### src/rtl/rsp_cap_pkg.sv
package rsp_cap_pkg;

  typedef enum logic [1:0] {
    RT_NONE      = 2'd0,
    RT_SHORT_CRC = 2'd1,
    RT_LONG      = 2'd2,
    RT_SHORT_RAW = 2'd3
  } rtype_e;

  typedef enum logic [1:0] {
    ST_IDLE = 2'd0,
    ST_WAIT = 2'd1,
    ST_RECV = 2'd2,
    ST_DONE = 2'd3
  } rstate_e;

  localparam int SHORT_BITS = 48;
  localparam int LONG_BITS  = 136;
  localparam int HDR_BITS   = 8;
  localparam int CRC_W      = 7;
  localparam logic [CRC_W-1:0] CRC_POLY = 7'h09;

  // One serial step of the 7-bit CRC, feedback from the top bit.
  function automatic logic [CRC_W-1:0] crc7_step(input logic [CRC_W-1:0] c, input logic b);
    logic fb;
    fb = b ^ c[CRC_W-1];
    return {c[CRC_W-2:0], 1'b0} ^ (fb ? CRC_POLY : '0);
  endfunction

endpackage

### src/rtl/rsp_tmo_unit.sv
module rsp_tmo_unit #(
  parameter int TMO_W = 8,
  parameter logic [TMO_W-1:0] TMO_RESET = '1
) (
  input  logic             clk,
  input  logic             rst_n,
  input  logic             we,
  input  logic [TMO_W-1:0] wdata,
  input  logic             arm,
  input  logic             count_en,
  output logic             expire
);
  logic [TMO_W-1:0] limit_q;
  logic [TMO_W-1:0] cnt_q;
  logic [TMO_W:0]   cnt_next;

  assign cnt_next = {1'b0, cnt_q} + 1'b1;
  assign expire   = count_en && (cnt_next >= {1'b0, limit_q});

  always_ff @(posedge clk or negedge rst_n) begin
    if (!rst_n) begin
      limit_q <= TMO_RESET;
    end else if (we) begin
      limit_q <= wdata;
    end
  end

  always_ff @(posedge clk or negedge rst_n) begin
    if (!rst_n) begin
      cnt_q <= '0;
    end else if (arm) begin
      cnt_q <= '0;
    end else if (count_en && !expire) begin
      cnt_q <= cnt_next[TMO_W-1:0];
    end
  end

  AST_CNT_CLEARED: assert property (@(posedge clk) disable iff (!rst_n) arm |=> cnt_q == '0);
  AST_LIMIT_HELD: assert property (@(posedge clk) disable iff (!rst_n) !we |=> $stable(limit_q));

endmodule

### src/rtl/rsp_crc7_unit.sv
module rsp_crc7_unit
  import rsp_cap_pkg::*;
(
  input  logic             clk,
  input  logic             rst_n,
  input  logic             clr,
  input  logic             feed,
  input  logic             bit_in,
  output logic [CRC_W-1:0] crc_q
);
  always_ff @(posedge clk or negedge rst_n) begin
    if (!rst_n) begin
      crc_q <= '0;
    end else if (clr) begin
      crc_q <= '0;
    end else if (feed) begin
      crc_q <= crc7_step(crc_q, bit_in);
    end
  end

  AST_CRC_SEED: assert property (@(posedge clk) disable iff (!rst_n) clr |=> crc_q == '0);

endmodule

### src/rtl/rsp_shift_capture.sv
module rsp_shift_capture #(
  parameter int SHREG_W = 128
) (
  input  logic               clk,
  input  logic               rst_n,
  input  logic               clr,
  input  logic               shift_en,
  input  logic               bit_in,
  output logic [SHREG_W-1:0] sh_q
);
  always_ff @(posedge clk or negedge rst_n) begin
    if (!rst_n) begin
      sh_q <= '0;
    end else if (clr) begin
      sh_q <= '0;
    end else if (shift_en) begin
      sh_q <= {sh_q[SHREG_W-2:0], bit_in};
    end
  end

  AST_SHIFT_IN: assert property (@(posedge clk) disable iff (!rst_n) (shift_en && !clr) |=> sh_q[0] == $past(bit_in));

endmodule

### src/rtl/rsp_readout.sv
module rsp_readout #(
  parameter int HW_W       = 16,
  parameter int SHORT_BITS = 48,
  parameter int LONG_PAY   = 128
) (
  input  logic                clk,
  input  logic                rst_n,
  input  logic                clr,
  input  logic                active,
  input  logic                is_long,
  input  logic                is_short,
  input  logic [LONG_PAY-1:0] sh_q,
  input  logic                rd_ready,
  output logic                rd_valid,
  output logic [HW_W-1:0]     rd_data
);
  localparam int LONG_HW  = LONG_PAY / HW_W;
  localparam int SHORT_HW = SHORT_BITS / HW_W;
  localparam int PTR_W    = $clog2(LONG_HW + 2);
  localparam int LIX_W    = $clog2(LONG_HW);
  localparam int SIX_W    = $clog2(SHORT_HW);

  logic [HW_W-1:0]  long_hw  [LONG_HW];
  logic [HW_W-1:0]  short_hw [SHORT_HW];
  logic [PTR_W-1:0] ptr_q;
  logic [PTR_W-1:0] count;

  for (genvar g = 0; g < LONG_HW; g++) begin : g_long
    assign long_hw[g] = sh_q[LONG_PAY-1-g*HW_W -: HW_W];
  end
  for (genvar g = 0; g < SHORT_HW; g++) begin : g_short
    assign short_hw[g] = sh_q[SHORT_BITS-1-g*HW_W -: HW_W];
  end

  always_comb begin
    if (is_long)       count = PTR_W'(LONG_HW);
    else if (is_short) count = PTR_W'(SHORT_HW);
    else               count = '0;
  end

  assign rd_valid = active;

  always_comb begin
    rd_data = '0;
    if (active && (ptr_q < count)) begin
      if (is_long) rd_data = long_hw[ptr_q[LIX_W-1:0]];
      else         rd_data = short_hw[ptr_q[SIX_W-1:0]];
    end
  end

  always_ff @(posedge clk or negedge rst_n) begin
    if (!rst_n) begin
      ptr_q <= '0;
    end else if (clr) begin
      ptr_q <= '0;
    end else if (active && rd_ready && (ptr_q != '1)) begin
      ptr_q <= ptr_q + 1'b1;
    end
  end

  AST_PTR_RESTART: assert property (@(posedge clk) disable iff (!rst_n) clr |=> ptr_q == '0);
  AST_HOLD_DATA: assert property (@(posedge clk) disable iff (!rst_n) (rd_valid && !rd_ready && !clr) |=> $stable(rd_data));

endmodule

### src/rtl/rsp_capture_fifo.sv
module rsp_capture_fifo
  import rsp_cap_pkg::*;
#(
  parameter int TMO_W = 8,
  parameter logic [TMO_W-1:0] TMO_RESET = 8'hFF,
  parameter int HW_W = 16
) (
  input  logic             clk,
  input  logic             rst_n,
  input  logic             cmd_start,
  input  logic [1:0]       cmd_rtype,
  input  logic             tmo_we,
  input  logic [TMO_W-1:0] tmo_wdata,
  input  logic             line_valid,
  input  logic             line_bit,
  input  logic             rd_ready,
  output logic             rd_valid,
  output logic [HW_W-1:0]  rd_data,
  output logic             busy,
  output logic             end_resp,
  output logic             tmo_err,
  output logic             crc_err
);
  localparam int LONG_PAY = LONG_BITS - HDR_BITS;
  localparam int SHREG_W  = LONG_PAY;
  localparam int IDX_W    = $clog2(LONG_BITS);
  localparam logic [IDX_W-1:0] LONG_TOP   = IDX_W'(LONG_BITS - 1);
  localparam logic [IDX_W-1:0] SHORT_TOP  = IDX_W'(SHORT_BITS - 1);
  localparam logic [IDX_W-1:0] LONG_CHI   = IDX_W'(LONG_PAY - 1);
  localparam logic [IDX_W-1:0] CRC_LO     = IDX_W'(CRC_W + 1);

  rstate_e          state_q;
  rtype_e           rtype_q;
  logic [IDX_W-1:0] idx_q;
  logic             end_q, tmo_q, crc_err_q;

  logic             is_long, is_short, chk_en;
  logic             strobe_wait, strobe_recv, start_seen, tmo_count, tmo_expire;
  logic             shift_en, crc_feed, last_bit, crc_bad;
  logic [IDX_W-1:0] cur_idx, crc_hi;
  logic [CRC_W-1:0] crc_val;
  logic [SHREG_W-1:0] sh_q;

  assign is_long  = (rtype_q == RT_LONG);
  assign is_short = (rtype_q == RT_SHORT_CRC) || (rtype_q == RT_SHORT_RAW);
  assign chk_en   = (rtype_q == RT_SHORT_CRC) || (rtype_q == RT_LONG);

  assign strobe_wait = line_valid && (state_q == ST_WAIT) && !cmd_start;
  assign strobe_recv = line_valid && (state_q == ST_RECV) && !cmd_start;
  assign start_seen  = strobe_wait && !line_bit && !tmo_expire;
  assign tmo_count   = strobe_wait && line_bit;

  assign cur_idx  = start_seen ? (is_long ? LONG_TOP : SHORT_TOP) : idx_q;
  assign crc_hi   = is_long ? LONG_CHI : SHORT_TOP;
  assign shift_en = start_seen || strobe_recv;
  assign crc_feed = shift_en && (cur_idx <= crc_hi) && (cur_idx >= CRC_LO);
  assign last_bit = strobe_recv && (idx_q == '0);
  // Before the final shift, the low bits hold reply bits 7:1.
  assign crc_bad  = (sh_q[CRC_W-1:0] != crc_val);

  rsp_tmo_unit #(.TMO_W(TMO_W), .TMO_RESET(TMO_RESET)) i_tmo (
    .clk(clk), .rst_n(rst_n), .we(tmo_we), .wdata(tmo_wdata),
    .arm(cmd_start), .count_en(tmo_count), .expire(tmo_expire)
  );

  rsp_crc7_unit i_crc (
    .clk(clk), .rst_n(rst_n), .clr(cmd_start), .feed(crc_feed),
    .bit_in(line_bit), .crc_q(crc_val)
  );

  rsp_shift_capture #(.SHREG_W(SHREG_W)) i_shift (
    .clk(clk), .rst_n(rst_n), .clr(cmd_start), .shift_en(shift_en),
    .bit_in(line_bit), .sh_q(sh_q)
  );

  rsp_readout #(.HW_W(HW_W), .SHORT_BITS(SHORT_BITS), .LONG_PAY(LONG_PAY)) i_rd (
    .clk(clk), .rst_n(rst_n), .clr(cmd_start), .active(state_q == ST_DONE),
    .is_long(is_long), .is_short(is_short), .sh_q(sh_q),
    .rd_ready(rd_ready), .rd_valid(rd_valid), .rd_data(rd_data)
  );

  always_ff @(posedge clk or negedge rst_n) begin
    if (!rst_n) begin
      state_q   <= ST_IDLE;
      rtype_q   <= RT_NONE;
      idx_q     <= '0;
      end_q     <= 1'b0;
      tmo_q     <= 1'b0;
      crc_err_q <= 1'b0;
    end else if (cmd_start) begin
      rtype_q   <= rtype_e'(cmd_rtype);
      idx_q     <= '0;
      tmo_q     <= 1'b0;
      crc_err_q <= 1'b0;
      if (rtype_e'(cmd_rtype) == RT_NONE) begin
        state_q <= ST_DONE;
        end_q   <= 1'b1;
      end else begin
        state_q <= ST_WAIT;
        end_q   <= 1'b0;
      end
    end else begin
      case (state_q)
        ST_WAIT: begin
          if (tmo_expire) begin
            state_q <= ST_DONE;
            end_q   <= 1'b1;
            tmo_q   <= 1'b1;
          end else if (start_seen) begin
            state_q <= ST_RECV;
            idx_q   <= cur_idx - 1'b1;
          end
        end
        ST_RECV: begin
          if (last_bit) begin
            state_q   <= ST_DONE;
            end_q     <= 1'b1;
            crc_err_q <= chk_en && crc_bad;
          end else if (strobe_recv) begin
            idx_q <= idx_q - 1'b1;
          end
        end
        default: ;
      endcase
    end
  end

  assign busy     = (state_q == ST_WAIT) || (state_q == ST_RECV);
  assign end_resp = end_q;
  assign tmo_err  = tmo_q;
  assign crc_err  = crc_err_q;

  AST_ONE_ERROR: assert property (@(posedge clk) disable iff (!rst_n) !(tmo_err && crc_err));
  AST_CRC_KIND: assert property (@(posedge clk) disable iff (!rst_n) crc_err |-> (rtype_q == RT_SHORT_CRC || rtype_q == RT_LONG));
  AST_END_IDLE: assert property (@(posedge clk) disable iff (!rst_n) end_resp |-> !busy);
  AST_NO_VALID_BUSY: assert property (@(posedge clk) disable iff (!rst_n) busy |-> !rd_valid);
  AST_ABORT: assert property (@(posedge clk) disable iff (!rst_n) cmd_start |=> !tmo_err && !crc_err);

endmodule

### config.mk
export PLATFORM = sky130hd
export DESIGN_NAME = rsp_capture_fifo
export DESIGN_NICKNAME = d
export VERILOG_FILES = /design/src/rtl/rsp_cap_pkg.sv /design/src/rtl/rsp_tmo_unit.sv /design/src/rtl/rsp_crc7_unit.sv /design/src/rtl/rsp_shift_capture.sv /design/src/rtl/rsp_readout.sv /design/src/rtl/rsp_capture_fifo.sv
export SDC_FILE = /design/constraint.sdc
export NUM_CORES = 1
export LEC_CHECK = 0
export BUFFER_PORTS_ARGS = -buffer_cell sky130_fd_sc_hd__buf_2
export CAP_MARGIN = 20
export CORE_ASPECT_RATIO = 1.4
export CORE_UTILIZATION = 40
export CTS_BUF_LIST = sky130_fd_sc_hd__clkbuf_4 sky130_fd_sc_hd__clkbuf_8
export CTS_CLUSTER_SIZE = 12
export DETAILED_ROUTE_END_ITERATION = 16
export HOLD_SLACK_MARGIN = 0.15
export PLACE_DENSITY = 0.55
export SYNTH_ARGS = -nofsm -noshare
export SYNTH_HDL_FRONTEND = slang
export SYNTH_HIERARCHICAL = 1
export SYNTH_SLANG_ARGS = --single-unit
### constraint.sdc
create_clock -name clk -period 3.72 [get_ports clk]
set_clock_uncertainty 0.05 [all_clocks]
set_input_delay 0.744 -clock clk [delete_from_list [all_inputs] [get_ports clk]]
set_output_delay 0.744 -clock clk [all_outputs]
set_load 0.005 [all_outputs]
==> impl_metrics.py, run 1 <==
metrics = {
    "synth": {
        "synth_xor_area_frac": 0.0138,
        "syn_inst": 834,
        "syn-mean-instance-area_um2": 11.4,
        "ys_ff_latch": 170,
        "synth-compound-area-share": 0.0848,
        "synth_top_family_by_area": "multiplexers",
        "synthesis.area_um2": 9500,
        "syn_nets": 872,
        "ys_async_sr_fraction": 1.00,
        "synth-seq-area-share": 0.449,
        "synth_simple_gate_area_frac": 0.121,
        "synthAdderAreaFrac": 0.0277,
        "ys_types": 66,
        "yosys_warnings": 6,
        "synth_ff_type": "dfrtp_1",
        "synth-edff-count": 0,
        "synth_mux_area_frac": 0.245,
    },
    "outcome": {
        "violations": "setup timing",
        "outcome": "complete, but fails checks",
    },
    "run": {
        "maxCapViolations": 0,
    },
    "global_route": {
        "grt_max_degree": 98,
        "track_usage": 0.192,
        "grt_pass1_wl_um": 36900,
        "grt_pass1_vias": 6801,
        "gr-total-overflow": 0,
        "antenna_found_initial": 0,
    },
    "detailed_routing": {
        "routedWlPerCell_um": 18.3,
        "drt_iter0_markers": 425,
        "ant_nets": 0,
        "via_count": 6563,
        "via_per_inst": 5.37,
        "drc_errors": 0,
        "wl_um": 22400,
        "drt_pass1_iterations": 4,
    },
    "pwr": {
        "combinationalPowerShare": 0.194,
        "internal_power_mw": 2.91,
        "switching_share": 0.293,
        "p_sw_mw": 1.21,
        "p_leak_nw": 4.66,
        "p_seq_frac": 0.476,
        "p_clk_frac": 0.331,
        "ir_drop_mv": 0.197,
        "power_density_nw_per_um2": 375,
    },
    "place": {
        "hpwl_um": 14300,
        "globalplace.congestion": 0.776,
        "post-place-ws_ns": -0.238,
        "io_buffers": 37,
    },
    "setup_path": {
        "crit_required_ns": 3.99,
        "critPathKind": "reg -> reg",
        "critPathBufInv": 1,
        "crit_slowest_cell": "dfrtp_1",
        "cp_top_family": "simple AND/OR/NAND/NOR gates",
        "path_cells": "buf_4 > and3_2 > nand3_1 > xnor2_1 > ha_1 > and3_4 > a221oi_2 > nand2_2 > o21a_4 > nor3b_4 > nand2_1 > and2_4 > ha_4 > a21o_1 > o211ai_1 > o211a_1 > mux2_4 > mux2i_1 > nor2_1",
        "reg2reg_depth": 19,
        "r2r-end": "i_crc/crc_q[6]",
        "worstSetupEndpointType": "flip-flop",
        "max_stage_delay_ns": 0.40,
        "worstSetupStartpointType": "flip-flop",
        "rr_startpoint": "i_tmo/cnt_q[0]",
        "critPathArrivalTime_ns": 4.09,
        "r2r_slack_ns": -0.11,
        "critPathMaxFanout": 5,
    },
    "sta": {
        "layout_setup_ws_ns": -0.105,
        "relSlewSlack": 0.296,
        "hold_viol": 0,
        "rsz0062_at_grt": "yes",
        "fmax_mhz": 261,
        "period_share": 1.03,
        "setup-violations-final": 8,
        "finalCriticalPeriod_ns": 3.83,
        "slew_violations": 0,
        "tightest_slew_ns": 1.06,
        "whs_ns": 0.256,
    },
    "cells_and_area": {
        "antenna_cells": 0,
        "areaGrowthSynthToFinish_pct": 15.5,
        "mostFrequentLayoutCells": "162 x nor2_1, 161 x dfrtp_1, 157 x mux2i_1, 56 x buf_4, 35 x buf_2",
        "finalNetCount": 941,
        "drive_gt1_frac": 0.260,
        "final_common_cell": "nor2_1",
    },
    "clock_tree": {
        "cts_root_buf": "clkbuf_8",
        "clock-sinks": 170,
        "clockBufferDepth": 2,
        "clk-insertion-delay-late_ns": 0.48,
        "h-tree-depth": 4,
        "cts_tree": "yes",
        "cts-hold-fix-buffers": 0,
        "cts_made_buffers": 17,
        "clkTransAtPathRegs_ns": 0.09,
    },
    "floorplanning": {
        "die_y_um": 184,
        "core_um2": 23300,
        "start_util": 0.408,
        "io_pins": 38,
        "die-area_um2": 24400,
        "rows": 66,
        "die_x_um": 132,
    },
    "min_path": {
        "hp-class": "in -> async",
    },
}
==> routing by layer <==
layer  global-route usage  wire length, um  vias to the layer above
li1                     -                -                     3126
met1                0.250            10200                     3331
met2                0.326            11300                       84
met3               0.0297              490                       22
met4               0.0680              358                        0
met5                    0                0                        -
==> area by class of cell <==
cell class / count / area [um2]
multi-input combinational: 588 / 4920
clock buffer: 20 / 275
sequential: 170 / 4270
inverter: 19 / 71.3
timing repair buffer: 107 / 915
tap: 306 / 383
fill: 2177 / 12300
clock inverter: 12 / 138
==> registers in the layout, indices dropped and copies added (netlist names) <==
name,count
crc_err,1
tmo_err,1
i_tmo/limit_q,8
i_tmo/cnt_q,8
i_shift/sh_q,128
end_resp,1
rtype_q,2
state_q,2
idx_q,8
i_crc/crc_q,7
i_rd/ptr_q,4
==> worst max-delay path by stage <==
| stage | endpoint | cells past startpoint | startpoint | slack (ns) |
|---|---|---|---|---|
| after floorplan | i_crc/crc_q[3] | 21 | i_tmo/cnt_q[0] | -0.29 |
| after global routing | i_crc/crc_q[1] | 19 | i_tmo/cnt_q[0] | -0.30 |
| after CTS | i_crc/crc_q[6] | 19 | i_tmo/cnt_q[0] | -0.11 |
| final | i_crc/crc_q[6] | 19 | i_tmo/cnt_q[0] | -0.11 |
| after detailed placement | i_crc/crc_q[1] | 19 | i_tmo/cnt_q[1] | -0.24 |
| after global placement | i_crc/crc_q[1] | 19 | i_tmo/cnt_q[1] | -0.15 |
==> cell usage after synthesis (4+ instances only) <==
cell type | count | area [um2]
or3_1 | 5 | 31.3
o211ai_1 | 5 | 37.5
and3_1 | 5 | 31.3
nor3_1 | 8 | 40.0
dfrtp_1 | 162 | 4050
a21oi_1 | 15 | 75.1
inv_1 | 19 | 71.3
a21o_1 | 6 | 45.0
nor2_1 | 164 | 616
nand2_1 | 21 | 78.8
buf_6 | 4 | 45.0
ha_1 | 21 | 263
mux2i_1 | 157 | 1570
xor2_1 | 8 | 70.1
dfstp_2 | 8 | 210
a211oi_1 | 21 | 158
clkbuf_1 | 23 | 86.3
nand2b_1 | 4 | 25.0
o31ai_1 | 8 | 60.1
mux4_2 | 32 | 721
nand3_1 | 10 | 50.1
buf_2 | 13 | 65.1
buf_12 | 13 | 260
o22ai_1 | 11 | 68.8
xnor2_1 | 7 | 61.3
a211oi_2 | 8 | 100
o21ai_0 | 17 | 85.1
o21a_1 | 4 | 30.0
==> kinds of logic after synthesis <==
group                    Yosys count
AND/OR/NAND/NOR                  250
multiplexers                     192
flip-flops                       170
AO/OA/AOI/OAI                    109
buffers and inverters             77
adder cells (fa/ha/maj)           21
XOR/XNOR                          15
==> what timing repair did <==
action / 4_1_cts / 5_1_grt
setup endpoints to repair: 12 / 143
resized for setup: 18 / 28
setup buffers: 6 / 14
cloned: 1 / 2
pin swaps: 14 / 14
==> power by group through the flow <==
| stage | clock network [mW] | logic (mW) | registers (mW) |
|---|---|---|---|
| 2_1_floorplan | 0 | 0.505 | 1.98 |
| 5_1_grt | 1.48 | 0.881 | 1.97 |
| 3_3_place_gp | 0 | 0.698 | 1.99 |
| 4_1_cts | 1.42 | 0.758 | 1.96 |
| 6_report | 1.36 | 0.796 | 1.96 |
| 3_5_place_dp | 0 | 0.706 | 1.99 |
==> through the flow <==
stage,total power [mW],cells,area (um2),util,TNS [ns]
after CTS,4.13,1208,10700,0.458,-3.62
after global routing,4.33,1222,11000,0.471,-2.78
final,4.12,1222,11000,0.471,-0.722
after global placement,2.69,1169,10100,0.433,-0.967
after detailed placement,2.70,1169,10100,0.433,-1.65
after floorplan,2.48,834,9530,-,-2.04
==> worst register-to-register path: stages (launching register included) <==
cell and delay [ns]:
dfrtp_1 0.40, buf_4 0.14, and3_2 0.23, nand3_1 0.12, xnor2_1 0.13, ha_1 0.25
and3_4 0.18, a221oi_2 0.28, nand2_2 0.09, o21a_4 0.24, nor3b_4 0.19, nand2_1 0.10
and2_4 0.15, ha_4 0.26, a21o_1 0.12, o211ai_1 0.09, o211a_1 0.15, mux2_4 0.31
mux2i_1 0.16, nor2_1 0.05
Power figures use the tool's default switching activity.
==> inputs of run 2 (changes only) <==
Settings changed: PLACE_DENSITY 0.55 to 0.53.
Clock period 3.72 ns to 3.9 ns, I/O delays scaled along.
==> impl_metrics.py, run 2 (same netlist as run 1, synthesis figures left out) <==
metrics = {
    "outcome": {
        "outcome": "complete, but fails checks",
        "violations": "setup timing",
    },
    "floorplanning": {
        "io_pins": 38,
        "die-area_um2": 24400,
        "core_um2": 23300,
        "die_x_um": 132,
        "start_util": 0.408,
        "rows": 66,
        "die_y_um": 184,
    },
    "pwr": {
        "p_leak_nw": 4.51,
        "ir_drop_mv": 0.245,
        "power_density_nw_per_um2": 366,
    },
    "setup_path": {
        "critPathBufInv": 1,
        "max_stage_delay_ns": 0.40,
        "crit_slowest_cell": "dfrtp_1",
        "critPathMaxFanout": 5,
        "cp_top_family": "simple AND/OR/NAND/NOR gates",
        "critPathKind": "reg -> reg",
        "critPathArrivalTime_ns": 4.19,
        "crit_required_ns": 4.17,
        "worstSetupStartpointType": "flip-flop",
        "worstSetupEndpointType": "flip-flop",
        "path_cells": "buf_4 > and3_2 > nand3_1 > xnor2_1 > ha_1 > and3_4 > a221oi_2 > nand2_2 > o21a_4 > nor3b_4 > nand2_1 > and2_4 > ha_4 > a21o_1 > o211ai_1 > o211a_1 > mux2_4 > mux2i_1 > nor2_1",
    },
    "global_route": {
        "gr-total-overflow": 0,
        "grt_pass1_wl_um": 37600,
        "use_met1": 0.254,
        "grt_pass1_vias": 6906,
        "antenna_found_initial": 0,
        "track_usage": 0.197,
        "grt_max_degree": 86,
        "gr-max-usage-layer": "met2",
        "grt_util_met2": 0.337,
        "gr-usage-met3": 0.0294,
    },
    "cells_and_area": {
        "final_common_cell": "nor2_1",
        "antenna_cells": 0,
        "mostFrequentLayoutCells": "163 x nor2_1, 161 x dfrtp_1, 157 x mux2i_1, 45 x buf_4, 35 x buf_2",
        "areaGrowthSynthToFinish_pct": 11.4,
        "finalNetCount": 923,
        "regMostFlops": "i_shift/sh_q",
        "largest_reg_flops": 128,
        "post-route-util": 0.454,
        "drive_gt1_frac": 0.233,
    },
    "sta": {
        "fmax_mhz": 255,
        "finalCriticalPeriod_ns": 3.93,
        "tightest_slew_ns": 0.917,
        "layout_setup_ws_ns": -0.0255,
        "relSlewSlack": 0.389,
        "hold_viol": 0,
        "period_share": 1.01,
        "slew_violations": 0,
        "setup-violations-final": 6,
        "rsz0062_at_grt": "yes",
    },
    "clock_tree": {
        "cts_tree": "yes",
        "cts_root_buf": "clkbuf_8",
        "cts_made_buffers": 17,
        "clockBufferDepth": 2,
        "clk-insertion-delay-late_ns": 0.47,
        "clkTransAtPathRegs_ns": 0.10,
        "clock-sinks": 170,
        "h-tree-depth": 4,
        "cts-hold-fix-buffers": 0,
    },
    "detailed_routing": {
        "drt_pass1_iterations": 5,
        "via_count": 6643,
        "via_per_inst": 5.52,
        "drt_iter0_markers": 367,
        "routedWlPerCell_um": 18.9,
        "wl_um": 22800,
        "ant_nets": 0,
        "drc_errors": 0,
    },
    "min_path": {
        "hp-class": "in -> async",
    },
    "place": {
        "io_buffers": 37,
        "hpwl_um": 15000,
        "globalplace.congestion": 0.840,
        "post-place-ws_ns": -0.207,
    },
    "run": {
        "maxCapViolations": 0,
    },
}
[run 2: cell count changes in the layout (fill, tap and decap cells not counted), moves of 3 or more]
cell    change
nor3_4      -8
ha_1        +3
buf_12      -3
nor3_2      +4
ha_4        -3
buf_4      -11
nor3_1      +4
[run 2: what timing repair did]
action | CTS | global route
cloned | 1 | 0
buffers inserted | 4 | 11
pin swaps | 10 | 10
endpoints found under the setup margin | 9 | 36
gates resized for setup | 9 | 8
[run 2: layout make-up]
class | count | area (um2)
Clock buffer | 22 | 290
Clock inverter | 10 | 108
Fill cell | 2216 | 12700
Inverter | 19 | 71.3
Multi-Input combinational cell | 588 | 4800
Sequential cell | 170 | 4270
Tap cell | 306 | 383
Timing Repair Buffer | 89 | 667
[run 2: layer usage]
metal / part of all wire / routed length, um / up-vias
li1: - / - / 3097
met4: 0.020 / 462 / 0
met3: 0.025 / 566 / 30
met2: 0.50 / 11400 / 103
met1: 0.45 / 10300 / 3413
met5: 0 / 0 / -
[run 2: power by group]
group / switching (mW) / internal [mW] / leakage, nW
Sequential: 0.0558 / 1.81 / 2.33
Clock: 0.685 / 0.584 / 0.196
Combinational: 0.413 / 0.325 / 1.98
Total: 1.15 / 2.72 / 4.51
[run 2: worst paths after layout]
check	startpoint	cells past startpoint	slack, ns	end
min in group clk	i_tmo/limit_q[1]	2	0.47	i_tmo/limit_q[1]
max	i_tmo/cnt_q[0]	19	-0.03	i_crc/crc_q[6]
min	rst_n	1	0.28	i_rd/ptr_q[0]
max in group asynchronous	rst_n	2	2.66	i_tmo/limit_q[2]
min reg2reg	i_tmo/limit_q[1]	2	0.47	i_tmo/limit_q[1]
max reg2reg	i_tmo/cnt_q[0]	19	-0.03	i_crc/crc_q[6]
[run 2: per-stage QoR]
step	area [um2]	hold slack, ns	instances	setup TNS [ns]	total power [mW]
floorplan	9530	0.430	834	-0.730	2.37
global placement	9960	0.424	1156	0	2.54
detailed placement	9960	0.455	1156	-1.39	2.56
CTS	10500	0.280	1193	-0.357	3.87
global route	10600	0.308	1204	-1.63	4.06
finish	10600	0.281	1204	-0.118	3.87
==> inputs of run 3 (changes only) <==
Settings changed: ABC_AREA set to 1, TNS_END_PERCENT set to 5.
==> impl_metrics.py, run 3 <==
metrics = {
    "outcome": {
        "outcome": "complete, no violations",
    },
    "clock_tree": {
        "clk-insertion-delay-late_ns": 0.47,
        "clkTransAtPathRegs_ns": 0.09,
        "clock-sinks": 170,
        "cts_root_buf": "clkbuf_8",
        "h-tree-depth": 4,
        "clockBufferDepth": 2,
        "cts_tree": "yes",
        "cts_made_buffers": 17,
    },
    "cells_and_area": {
        "finalNetCount": 1398,
        "ff_latch_area_um2": 4270,
        "drive_gt1_frac": 0.119,
        "areaGrowthSynthToFinish_pct": 7.51,
        "fillers": 2564,
        "regMostFlops": "i_shift/sh_q",
        "largest_reg_flops": 128,
        "final_common_cell": "nand2_1",
        "antenna_cells": 0,
        "post-route-util": 0.442,
        "mostFrequentLayoutCells": "491 x nand2_1, 211 x nand3_1, 160 x dfrtp_1, 104 x inv_1, 85 x nor2_1",
        "multi_input_area_um2": 4690,
    },
    "sta": {
        "rsz0062_at_grt": "no",
        "slew_violations": 0,
        "whs_ns": 0.311,
        "relSlewSlack": 0.467,
        "tightest_slew_ns": 0.800,
        "layout_setup_ws_ns": 0.336,
        "fmax_mhz": 281,
        "finalCriticalPeriod_ns": 3.56,
        "setup_tns_ns": 0,
        "period_share": 0.914,
        "hold_viol": 0,
        "setup-violations-final": 0,
    },
    "detailed_routing": {
        "drc_errors": 0,
        "drt_pass1_iterations": 5,
        "via_per_inst": 5.18,
        "via_count": 8718,
        "drt_iter0_markers": 664,
        "wl_um": 27400,
        "routedWlPerCell_um": 16.3,
        "ant_nets": 0,
    },
    "min_path": {
        "hp-class": "in -> async",
    },
    "global_route": {
        "track_usage": 0.231,
        "grt_max_degree": 82,
        "grt_pass1_vias": 8643,
        "gr-total-overflow": 0,
        "grt_pass1_wl_um": 46000,
        "antenna_found_initial": 1,
    },
    "synth": {
        "synth_ff_type": "dfrtp_1",
        "netlist.area_leader.share": 0.408,
        "yosys_warnings": 6,
        "synth_most_common_cell": "nand2_1",
        "syn_nets": 1395,
        "ys_async_sr_fraction": 1.00,
        "ys_types": 39,
        "synth-seq-area-share": 0.429,
        "ys_top_cells_by_area": "dfrtp_1 41%, nand2_1 19%, nand3_1 11%, inv_1 4.0%, nor2_1 3.2%",
        "syn-mean-instance-area_um2": 7.32,
        "synth_top_cell_by_area": "dfrtp_1",
        "synthesis.area_um2": 9930,
        "syn_inst": 1357,
        "yosys-top-cells-count": "492 x nand2_1, 211 x nand3_1, 162 x dfrtp_1, 106 x inv_1, 86 x nor2_1",
        "ys_ff_latch": 170,
        "synth-edff-count": 0,
    },
    "pwr": {
        "ir_drop_mv": 0.248,
        "power_mw": 4.67,
        "power_density_nw_per_um2": 437,
        "p_leak_nw": 5.69,
    },
    "setup_path": {
        "reg2reg_depth": 25,
        "worstSetupStartpointType": "flip-flop",
        "r2r-end": "i_crc/crc_q[1]",
        "crit_required_ns": 3.07,
        "critPathKind": "reg -> out",
        "worstSetupEndpointType": "output port",
        "r2r_slack_ns": 0.35,
        "critPathArrivalTime_ns": 2.73,
        "rr_startpoint": "i_tmo/cnt_q[0]",
        "critPathMaxFanout": 35,
    },
    "place": {
        "hpwl_um": 17600,
        "io_buffers": 37,
        "globalplace.congestion": 0.845,
        "post-place-ws_ns": 0.166,
    },
    "run": {
        "maxCapViolations": 0,
    },
    "floorplanning": {
        "io_pins": 38,
        "core_um2": 24100,
        "start_util": 0.411,
        "die-area_um2": 25500,
        "die_x_um": 135,
        "die_y_um": 188,
        "rows": 67,
    },
}
==> run 3: cells by family after synthesis <==
logic type	after synthesis	synth area share
AO/OA/AOI/OAI	92	0.0537
XOR/XNOR	14	0.0123
flip-flops	170	0.429
multiplexers	1	0.00113
buffers and inverters	199	0.102
adder cells (fa/ha/maj)	21	0.0264
AND/OR/NAND/NOR	860	0.375
==> run 3: metrics by stage <==
stage,instance area [um2],std cells
2_1_floorplan,9930,1357
3_3_place_gp,10200,1647
3_5_place_dp,10200,1647
4_1_cts,10600,1679
5_1_grt,10700,1683
6_report,10700,1683
==> run 3: worst max path at each step <==
stage,from,end,slack (ns),cells after the start
2_1_floorplan,i_tmo/cnt_q[0],i_crc/crc_q[1],0.58,25
3_3_place_gp,i_tmo/cnt_q[0],i_crc/crc_q[6],0.26,25
3_5_place_dp,i_tmo/cnt_q[0],i_crc/crc_q[1],0.17,25
4_1_cts,i_tmo/cnt_q[0],i_crc/crc_q[1],0.14,25
5_1_grt,i_tmo/cnt_q[0],i_crc/crc_q[2],0.02,25
6_report,i_rd/ptr_q[1],rd_data[9],0.34,8
==> run 3: metal layers <==
metal / global-route usage / wire (um) / vias up
met3: 0.0374 / 855 / 41
met2: 0.392 / 13700 / 165
met4: 0.0825 / 619 / 2
met1: 0.293 / 12300 / 4197
met5: 0 / 10 / -
li1: - / - / 4313
==> run 3: final cells by class <==
class | instances | share of cell area
multi-input combinational | 988 | 0.439
clock buffer | 19 | 0.0245
inverter | 119 | 0.0430
sequential | 170 | 0.399
timing repair buffer | 64 | 0.0416
clock inverter | 13 | 0.0158
tap | 310 | 0.0363
==> run 3: timing repair <==
action,4_1_cts,5_1_grt
endpoints found under the setup margin,0,7
buffers inserted,0,4
gates resized for setup,0,6
hold endpoints to repair,0,0
hold buffers,0,0
==> run 3: worst max-delay path, stage by stage, from the launching register on <==
cell and delay, ns:
dfrtp_1 0.75, inv_4 0.37, nor2_4 0.48, nand2_1 0.10, nand4_1 0.12, nand2_1 0.10
nor2_1 0.14, nor2_1 0.06, buf_2 0.13
==> run 3: power by group <==
group / leakage (nW) / internal, mW / switching (mW) / total, mW
clock network: 0.205 / 0.672 / 0.693 / 1.36
registers: 2.32 / 1.83 / 0.0810 / 1.91
logic: 3.16 / 0.452 / 0.937 / 1.39
